==> config.mk <==
export PLATFORM = sky130hd
export DESIGN_NAME = fmem_init_seq
export DESIGN_NICKNAME = d
export VERILOG_FILES = /design/src/rtl/fmem_init_seq.sv
export SDC_FILE = /design/constraint.sdc
export NUM_CORES = 1
export LEC_CHECK = 0
export BUFFER_PORTS_ARGS = -buffer_cell sky130_fd_sc_hd__buf_2
export CORE_ASPECT_RATIO = 1.5
export CORE_MARGIN = 1
export CORE_UTILIZATION = 30
export CTS_CLUSTER_SIZE = 8
export DETAILED_ROUTE_END_ITERATION = 8
export GPL_TIMING_DRIVEN = 0
export SYNTH_ARGS = -nofsm -noshare
export SYNTH_HDL_FRONTEND = slang
export SYNTH_SLANG_ARGS = --single-unit
==> constraint.sdc <==
create_clock -name clk -period 3.16 [get_ports clk]
set_input_delay 0.79 -clock clk [delete_from_list [all_inputs] [get_ports clk]]
set_output_delay 0.79 -clock clk [all_outputs]
set_load 0.005 [all_outputs]
==> src/rtl/fmem_init_seq.sv <==
module fmem_init_seq #(
  parameter int CLK_HZ    = 100_000_000,
  parameter int SETTLE_US = 100,
  parameter int DUMMY_CYC = 80
) (
  input  logic clk,
  input  logic rst_n,
  input  logic supply_ok,
  input  logic recover,
  input  logic user_wr_req,
  input  logic user_rd_req,
  output logic wck_en,
  output logic rck_en,
  output logic rstw,
  output logic rstr,
  output logic user_wr_gnt,
  output logic user_rd_gnt,
  output logic init_done
);

  localparam int WAIT_CYC = (CLK_HZ / 1_000_000) * SETTLE_US;
  localparam int CMAX     = (WAIT_CYC > DUMMY_CYC) ? WAIT_CYC : DUMMY_CYC;
  localparam int CW       = $clog2(CMAX + 1);

  typedef enum logic [2:0] {
    S_IDLE, S_SETTLE, S_PRERST, S_DUMMY, S_RST, S_DONE
  } st_t;

  st_t           state;
  logic [CW-1:0] cnt;

  always_ff @(posedge clk) begin
    if (!rst_n || !supply_ok) begin
      state <= S_IDLE;
      cnt   <= '0;
    end else begin
      case (state)
        S_IDLE: begin
          state <= S_SETTLE;
          cnt   <= '0;
        end
        S_SETTLE:
          if (cnt == CW'(WAIT_CYC - 1)) begin
            cnt   <= '0;
            state <= recover ? S_PRERST : S_DUMMY;
          end else cnt <= cnt + 1'b1;
        S_PRERST: begin
          state <= S_DUMMY;
          cnt   <= '0;
        end
        S_DUMMY:
          if (cnt == CW'(DUMMY_CYC - 1)) begin
            cnt   <= '0;
            state <= S_RST;
          end else cnt <= cnt + 1'b1;
        S_RST:   state <= S_DONE;
        default: state <= S_DONE;
      endcase
    end
  end

  logic seq_clk, strobe;
  assign seq_clk     = (state == S_PRERST) || (state == S_DUMMY) || (state == S_RST);
  assign strobe      = (state == S_PRERST) || (state == S_RST);
  assign init_done   = (state == S_DONE);
  assign user_wr_gnt = init_done & user_wr_req;
  assign user_rd_gnt = init_done & user_rd_req;
  assign wck_en      = seq_clk | user_wr_gnt;
  assign rck_en      = seq_clk | user_rd_gnt;
  assign rstw        = strobe;
  assign rstr        = strobe;

  p_supply_drop_r7: assert property (@(posedge clk) disable iff (!rst_n)
    !supply_ok |=> !wck_en && !rck_en && !rstw && !rstr && !init_done);
  p_strobe_single_r4: assert property (@(posedge clk) disable iff (!rst_n)
    (rstw || rstr) |=> !rstw && !rstr);
  p_strobe_clocked_r4: assert property (@(posedge clk) disable iff (!rst_n)
    (rstw || rstr) |-> wck_en && rck_en && rstw && rstr);
  p_grant_gated_r5: assert property (@(posedge clk) disable iff (!rst_n)
    (user_wr_gnt || user_rd_gnt) |-> init_done);
  p_done_after_strobe_r5: assert property (@(posedge clk) disable iff (!rst_n)
    $rose(init_done) |-> $past(rstw) && $past(rstr));
  p_done_holds_r8: assert property (@(posedge clk) disable iff (!rst_n)
    (init_done && supply_ok) |=> init_done);
  p_no_strobe_done_r8: assert property (@(posedge clk) disable iff (!rst_n)
    init_done |-> !rstw && !rstr);

endmodule

Word level (Yosys, flattened, before mapping) --
Index checks and enable logic that the tools add are counted.
Word-level totals: register bits 17, output and inout bits 7
Operators by class: equality and inequality tests 9, muxes and demuxes 7, bitwise gates (word level) 4, reduce and logical (&&, ||, !) cells 10, add/sub/neg operators 1
Operator list (number):
- one-hot mux 14 bit (3 select lines) | 1
- two-way mux 14 bit | 2
- adder 14 x 1 -> 14 bit (second input constant) | 1
- == test 14 bit (second input constant) | 1
- == test 14 x 7 -> 1 bit (second input constant) | 1
- one-hot mux 3 bit (4 select lines) | 1
- == test 3 x 2 -> 1 bit (second input constant) | 2
- == test 3 bit (second input constant) | 2
- two-way mux 3 bit | 2
- logical OR 1 bit | 4
- inequality test 2 bit (second input constant) | 2
- == test 3 x 1 -> 1 bit (second input constant) | 1
- logical NOT 3 bit | 1
- nonzero test 3 bit | 1
- AND 1 bit | 2
- logical NOT 1 bit | 2
- bitwise OR 1 bit | 2
- AND reduction 2 bit | 1
- OR reduction 2 bit | 1
- two-way mux 1 bit | 1

Longest topological paths before layout --
Gate-level depths: netlist of the first run.
depth in word-level cells 4, mapped depth 6

Worst setup path before layout of the first run --
Ideal clock, no wire load.
path kind reg-to-reg, from reg cnt[12], to reg cnt[2], slack 1.067 ns, library setup time 0.132 ns, stages on the path, launching flop included 6, arrival time 1.961 ns, clock period less this slack 2.093 ns, buffers on the path 1, data required time 3.028 ns, path through dfxtp_1 > or4_1 > or4_4 > a221oi_4 > buf_6 > nor3_1
On the way: word-level cells in the longest chain between the ends 3, elaborated cells between the ends (all ways) 5, classes of those cells 2 x eq/ne; 3 x mux
RTL lines:
- from (decl) | line 30 | logic [CW-1:0] cnt;
- from (signal assigned) | line 46 | end else cnt <= cnt + 1'b1;
- from (signal assigned) | line 55 | end else cnt <= cnt + 1'b1;
- == test 14 x 7 -> 1 bit or == test 14 bit (tied branches) | line 52, 43
- two-way mux 14 bit (on tied branches) | line 52, 43
- one-hot mux 14 bit (3 select lines) * | line 37 | case (state)
Mark *: on every way between the ends. The rest lies on a longest branch, timed or not. A chain may end at the register's enable or synchronous reset.

Final worst setup path of the first run --
from reg state[2], to out rstw
On the way: word-level cells in the longest chain between the ends 2, elaborated cells between the ends (all ways) 3, classes of those cells 2 x eq/ne; 1 x reduce/logical
RTL lines:
- from (decl) | line 29 | st_t state;
- from (signal assigned) | line 45 | state <= recover ? S_PRERST : S_DUMMY;
- == test 3 x 2 -> 1 bit or == test 3 bit (tied branches) | line 64 | assign strobe = (state == S_PRERST) || (state == S_RST);
- logical OR 1 bit * | line 64
- to (decl) | line 14 | output logic rstw,
Marked as above.

==> results.ini, run 1 <==
[setup_path]
ff2ff_setup_slack_ns = 0.87
cp-start-kind = flip-flop
reg2reg_to = cnt[4]$_SDFFE_PP0P_
crit_type = flip-flop to output pin
critPathCaptureType = output pin
cpMaxStageDelayCell = clkbuf_1
crit_chain = clkbuf_1 -> inv_1 -> nand2_1 -> a21oi_1 -> buf_4 -> buf_2
r2r_start = cnt[12]$_SDFFE_PP0P_
arrival_ns = 1.61
ff2ff_path_depth = 5
path_max_fanout = 9
worstPathRequired_ns = 2.37
critPathMaxStageDelay_ns = 0.39

[power]
leakagePower_nw = 0.345
total_power_w = 0.000396
peakVddDrop_v = 0.000200
powerDensity_mw_per_mm2 = 378

[layout]
num-fill-cells = 313
area_growth_pct = 16.9
seq_area_sq_um = 340
final_util = 0.380
multi_input_area_sq_um = 508
drive_above_1_share = 0.164
nets = 130
antenna_cells = 0

[flow_run]
cap_violations = 0

[clocking]
clk_path_buf_depth = 2
clk_latency_ns = 0.25
cts_sinks = 17
cts_made_buffers = 3
htreeDepth = 1
post-cts-setup-buffers = 0
ctsHoldBuffers = 0
cts_resized = 0
root_buffer = clkbuf_8
cts_tree = done
cts.clk_slew.worst_paths_ns = 0.07

[detailed_routing]
post-route-drc-count = 0
via_count = 836
routedWlPerCell_microns = 13.5
drt-initial-drc-count = 20
final_antenna_net_count = 0
wirelength_microns = 2150
vias_per_cell = 5.26
dr.pass1.iters = 4

[grt]
grtUsageTotal = 0.162
grt_max_degree = 11
grt_overflow = 0
first_global_vias = 836
grt_pass1_wl_microns = 3690
grt_antenna_before_repair = 0

[logic_synthesis]
yosys.area.top_type = dfxtp_1
syn_nets = 113
synth_cell_types = 31
ys.flop_type = dfxtp_1
yosys-top-cells-count = dfxtp_1, nor3_1, nor2_1, xnor2_1
netlist.area_leader.share = 0.379
synth_seq_cells = 17
syn_area_sq_um = 897
ys_seq_area_frac = 0.379
yosysWarnings = 0
async_reset_ff_frac = 0
netlist_instances = 106
synth_edf_count = 0
synthTopCellsByArea = dfxtp_1, nor3_1, xnor2_1
synth.avg_cell_area_sq_um = 8.46

[hold_path]
hold_depth = 1
hold_path_end = state[0]$_SDFFE_PP0P_
hp-start = state[0]$_SDFFE_PP0P_
hold_path_class = flip-flop to flip-flop

[sta]
final_hold_viol_count = 0
tns_ns = 0
slew_violations = 0
min_period_ns = 2.40
skew_ns = 0.00436
worstMarginPinSlew_ns = 0.493
final.period_utilization = 0.760
timing.fmax_ghz = 0.417
max_slew_margin = 0.671
setup_violations = 0
rsz0062_at_grt = no

[run_status]
status = finished, final reports clean

[floorplan]
pin_count = 13
start_util = 0.325
die_w_microns = 46.7
die-area_sq_mm = 0.00322
rows = 23
die_h_microns = 69.0
core_area_sq_mm = 0.00276

[place]
port_buffers = 12
hpwl_microns = 1630
gp_congestion = 0.820

flip-flops by register name, indices dropped and copies added (netlist names):
name / count
cnt: 14
state: 3
how the worst max path moves through the flow:
stage / start / slack, ns / cells past startpoint / endpoint
4_1_cts: state[2]$_SDFFE_PP0P_ / 0.75 / 6 / rstw
5_1_grt: state[2]$_SDFFE_PP0P_ / 0.60 / 6 / rstw
3_5_place_dp: cnt[12]$_SDFFE_PP0P_ / 0.89 / 5 / cnt[4]$_SDFFE_PP0P_
6_report: state[2]$_SDFFE_PP0P_ / 0.76 / 6 / rstw
2_1_floorplan: cnt[12]$_SDFFE_PP0P_ / 1.07 / 5 / cnt[2]$_SDFFE_PP0P_
3_3_place_gp: cnt[12]$_SDFFE_PP0P_ / 0.89 / 5 / cnt[5]$_SDFFE_PP0P_
metal layers:
layer / part of all wire / GRT usage / wire length (microns)
met5: 0 / 0 / 0
met4: 0.021 / 0.0893 / 46
met3: 0.043 / 0.0313 / 92
met2: 0.53 / 0.281 / 1140
met1: 0.40 / 0.177 / 869
power by group:
part / switching (W) / total [W] / internal [W]
sequential: 0.00000133 / 0.000217 / 0.000215
clock: 0.0000728 / 0.000162 / 0.0000895
combinational: 0.0000107 / 0.0000173 / 0.00000654
through the flow:
step / cell area [sq um] / worst slack (ns) / hold WS, ns / std cells
3_5_place_dp: 1000 / 0.890 / 0.505 / 155
2_1_floorplan: 897 / 1.07 / 0.455 / 106
3_3_place_gp: 1000 / 0.887 / 0.479 / 155
5_1_grt: 1050 / 0.604 / 0.539 / 159
6_report: 1050 / 0.759 / 0.511 / 159
4_1_cts: 1050 / 0.752 / 0.513 / 159
area by class of cell:
| cell class | instances | area share |
|---|---|---|
| timing repair buffer | 12 | 0.0573 |
| clock buffer | 4 | 0.0430 |
| sequential | 17 | 0.325 |
| buffer | 4 | 0.0251 |
| multi-input combinational | 79 | 0.484 |
| inverter | 6 | 0.0215 |
| tap | 37 | 0.0442 |
critical path: cells and delay by family, from the launching register on:
family | cells | cell delay (ns)
flip-flops | 1 | 0.30
buffers and inverters | 4 | 0.82
AO/OA/AOI/OAI | 1 | 0.09
AND/OR/NAND/NOR | 1 | 0.14
kinds of logic (layout without fill, tap and decap cells):
group | count (synthesis) | count (layout) | share of synthesized area
AND/OR/NAND/NOR | 54 | 54 | 0.322
flip-flops | 17 | 17 | 0.379
XOR/XNOR | 12 | 12 | 0.117
AO/OA/AOI/OAI | 11 | 11 | 0.102
buffers and inverters | 10 | 26 | 0.0544
adder cells (fa/ha/maj) | 1 | 1 | 0.0139
multiplexers | 1 | 1 | 0.0112
cells in the final DEF, fill, tap and decap left out, drive strengths merged:
cell type,netlist,final
nor3,17,17
nand3,4,4
nand3b,1,1
nor2b,1,1
xnor2,9,9
nor2,9,9
a21oi,1,1
a221oi,1,1
o31a,1,1
clkbuf,2,6
dfxtp,17,17
nand4,4,4
buf,2,14
or4,3,3
or4b,1,1
o22ai,1,1
ha,1,1
inv,6,6
a31o,1,1
and3,2,2
nand4b,1,1
mux2i,1,1
o21ai,3,3
xor2,3,3
a31oi,1,1
a211oi,2,2
nor4,3,3
nand2b,2,2
nand2,6,6
(Power assumes the default switching activity.)
==> run 2, diff against run 1 <==
==> constraint.sdc (replaced) <==
create_clock -name clk -period 2.2 [get_ports clk]
set_input_delay 0.55 -clock clk [delete_from_list [all_inputs] [get_ports clk]]
set_output_delay 0.55 -clock clk [all_outputs]
set_load 0.005 [all_outputs]
==> run 2 against run 1 <==
Effect of this change:
- worst setup slack got worse by 0.72 ns
- sequential share of layout area is 0.48 points lower
- critical path depth down 1
- via count shrank 0.60%
- critical endpoint is now cnt[8]$_SDFFE_PP0P_
- final cell count grew 1.3%
- clock power rose by 43%
- power grew 44%
==> results.ini, run 2 (synthesized netlist as in run 1, its figures left out) <==
[power]
leakagePower_nw = 0.360  ; +4.4%
powerDensity_mw_per_mm2 = 527  ; +39%
peakVddDrop_v = 0.000291  ; +45%
total_power_w = 0.000569  ; +44%

[detailed_routing]
via_count = 831  ; -0.60%
wirelength_microns = 2190  ; +2.0%
vias_per_cell = 5.16  ; -1.8%
dr.pass1.iters = 4  ; unchanged
post-route-drc-count = 0  ; unchanged
drt-initial-drc-count = 13  ; -35%
final_antenna_net_count = 0  ; unchanged
routedWlPerCell_microns = 13.6  ; +0.69%

[setup_path]
cp-start-kind = flip-flop
arrival_ns = 2.29  ; +0.68 ns
crit_type = flip-flop to flip-flop
ff2ff_setup_slack_ns = 0.03  ; -0.84 ns
critPathCaptureType = flip-flop
reg2reg_to = cnt[8]$_SDFFE_PP0P_
r2r_start = cnt[7]$_SDFFE_PP0P_
worstPathRequired_ns = 2.32  ; -0.05 ns
path_max_fanout = 5  ; -4
ff2ff_path_depth = 5  ; unchanged

[clocking]
cts_tree = done
htreeDepth = 1  ; unchanged
root_buffer = clkbuf_8
clk_path_buf_depth = 2  ; unchanged
cts_sinks = 17  ; unchanged
clk_latency_ns = 0.25  ; about the same
cts_made_buffers = 3  ; unchanged
cts.clk_slew.worst_paths_ns = 0.06  ; about the same

[sta]
max_slew_margin = 0.695  ; +0.0231
final_hold_viol_count = 0  ; unchanged
min_period_ns = 2.17
slew_violations = 0  ; unchanged
whs_ns = 0.511  ; -0.000668 ns
rsz0062_at_grt = yes
setup_violations = 0  ; unchanged
worstMarginPinSlew_ns = 0.458  ; -0.0346 ns
final.period_utilization = 0.984
skew_ns = 0.00157  ; -0.00279 ns
timing.fmax_ghz = 0.462

[grt]
first_global_vias = 844  ; +0.96%
grt_pass1_wl_microns = 3710  ; +0.38%
grt_max_degree = 11  ; unchanged
grt_antenna_before_repair = 0  ; unchanged
grt_overflow = 0  ; unchanged
grtUsageTotal = 0.162  ; +0.000520

[hold_path]
hp-start = state[0]$_SDFFE_PP0P_
hold_depth = 1  ; unchanged
hold_path_class = flip-flop to flip-flop
hold_path_end = state[0]$_SDFFE_PP0P_

[flow_run]
cap_violations = 0  ; unchanged

[layout]
nets = 132  ; +1.5%
mostFrequentLayoutCells = nor3_1, dfxtp_1, buf_2
top_register = cnt
num-fill-cells = 311  ; -0.64%
largest_reg_flops = 14  ; unchanged
drive_above_1_share = 0.218  ; +0.0538
antenna_cells = 0  ; unchanged
area_growth_pct = 20.4
final_common_cell = nor3_1
reg_top3 = cnt x14, state x3

[place]
gp_congestion = 0.820  ; unchanged
hpwl_microns = 1630  ; unchanged
port_buffers = 12  ; unchanged

[run_status]
status = finished, final reports clean

[floorplan]
die_h_microns = 69.0  ; unchanged
pin_count = 13  ; unchanged
rows = 23  ; unchanged
die-area_sq_mm = 0.00322  ; unchanged
core_area_sq_mm = 0.00276  ; unchanged
start_util = 0.325  ; unchanged
die_w_microns = 46.7  ; unchanged

[run 2: cell types whose count changed in the layout (fill, tap and decap cells not counted)]
| cell | change |
|---|---|
| dfxtp_4 | +1 |
| dfxtp_1 | -2 |
| or4_1 | -2 |
| buf_4 | +3 |
| or4_4 | +2 |
| dfxtp_2 | +1 |
| clkbuf_1 | -1 |
[run 2: area by class of cell]
cell class / count / area, sq um / share of cell area
flip-flops and latches: 17 / 345 / 0.320
repair buffers: 15 / 82.6 / 0.0765
well taps: 37 / 46.3 / 0.0429
clock buffers: 4 / 45.0 / 0.0417
inverters: 6 / 22.5 / 0.0209
multi-input cells: 79 / 515 / 0.477
plain buffers: 3 / 22.5 / 0.0209
[run 2: worst max path at each step]
| stage | slack (ns) | start | to |
|---|---|---|---|
| after floorplan | 0.11 | cnt[12]$_SDFFE_PP0P_ | cnt[2]$_SDFFE_PP0P_ |
| after global placement | -0.07 | cnt[12]$_SDFFE_PP0P_ | cnt[5]$_SDFFE_PP0P_ |
| after detailed placement | -0.07 | cnt[12]$_SDFFE_PP0P_ | cnt[4]$_SDFFE_PP0P_ |
| after CTS | 0.03 | state[2]$_SDFFE_PP0P_ | rstw |
| after global routing | -0.04 | cnt[7]$_SDFFE_PP0P_ | cnt[6]$_SDFFE_PP0P_ |
| final | 0.03 | cnt[7]$_SDFFE_PP0P_ | cnt[8]$_SDFFE_PP0P_ |
[run 2: per-layer routing]
metal	vias up	routed length, microns	track usage
met5	-	0	0
met4	0	36	0.0893
met3	4	71	0.0313
met2	18	1200	0.283
met1	393	879	0.177
li1	416	-	-
[run 2: stage by stage]
stage | area, sq um | worst slack (ns) | utilization | TNS, ns | instances
2_1_floorplan | 897 | 0.107 | - | 0 | 106
3_3_place_gp | 1000 | -0.0729 | 0.363 | -0.672 | 155
3_5_place_dp | 1000 | -0.0698 | 0.363 | -0.611 | 155
4_1_cts | 1060 | 0.0320 | 0.384 | 0 | 160
5_1_grt | 1080 | -0.0353 | 0.391 | -0.227 | 161
6_report | 1080 | 0.0347 | 0.391 | 0 | 161
[run 2: repair_timing]
action	in CTS	in global routing
pin swaps	1	1
hold buffers	0	0
gates cloned	0	1
setup buffers	1	1
endpoints found under the setup margin	10	16
resized for setup	1	5
[run 2: power breakdown]
part           internal [W]  leakage, nW  switching, W  total (W)
Sequential         0.000308        0.139    0.00000191   0.000310
Clock              0.000128       0.0228      0.000103   0.000231
Combinational     0.0000114        0.199     0.0000162  0.0000275
Total              0.000448        0.360      0.000121   0.000569
[run 2: worst max-delay path: stages, from the launching register on]
cell and delay [ns]:
dfxtp_2 0.34, or4_4 0.53, or4_4 0.57, a221oi_4 0.34, buf_4 0.20, nor3_1 0.05
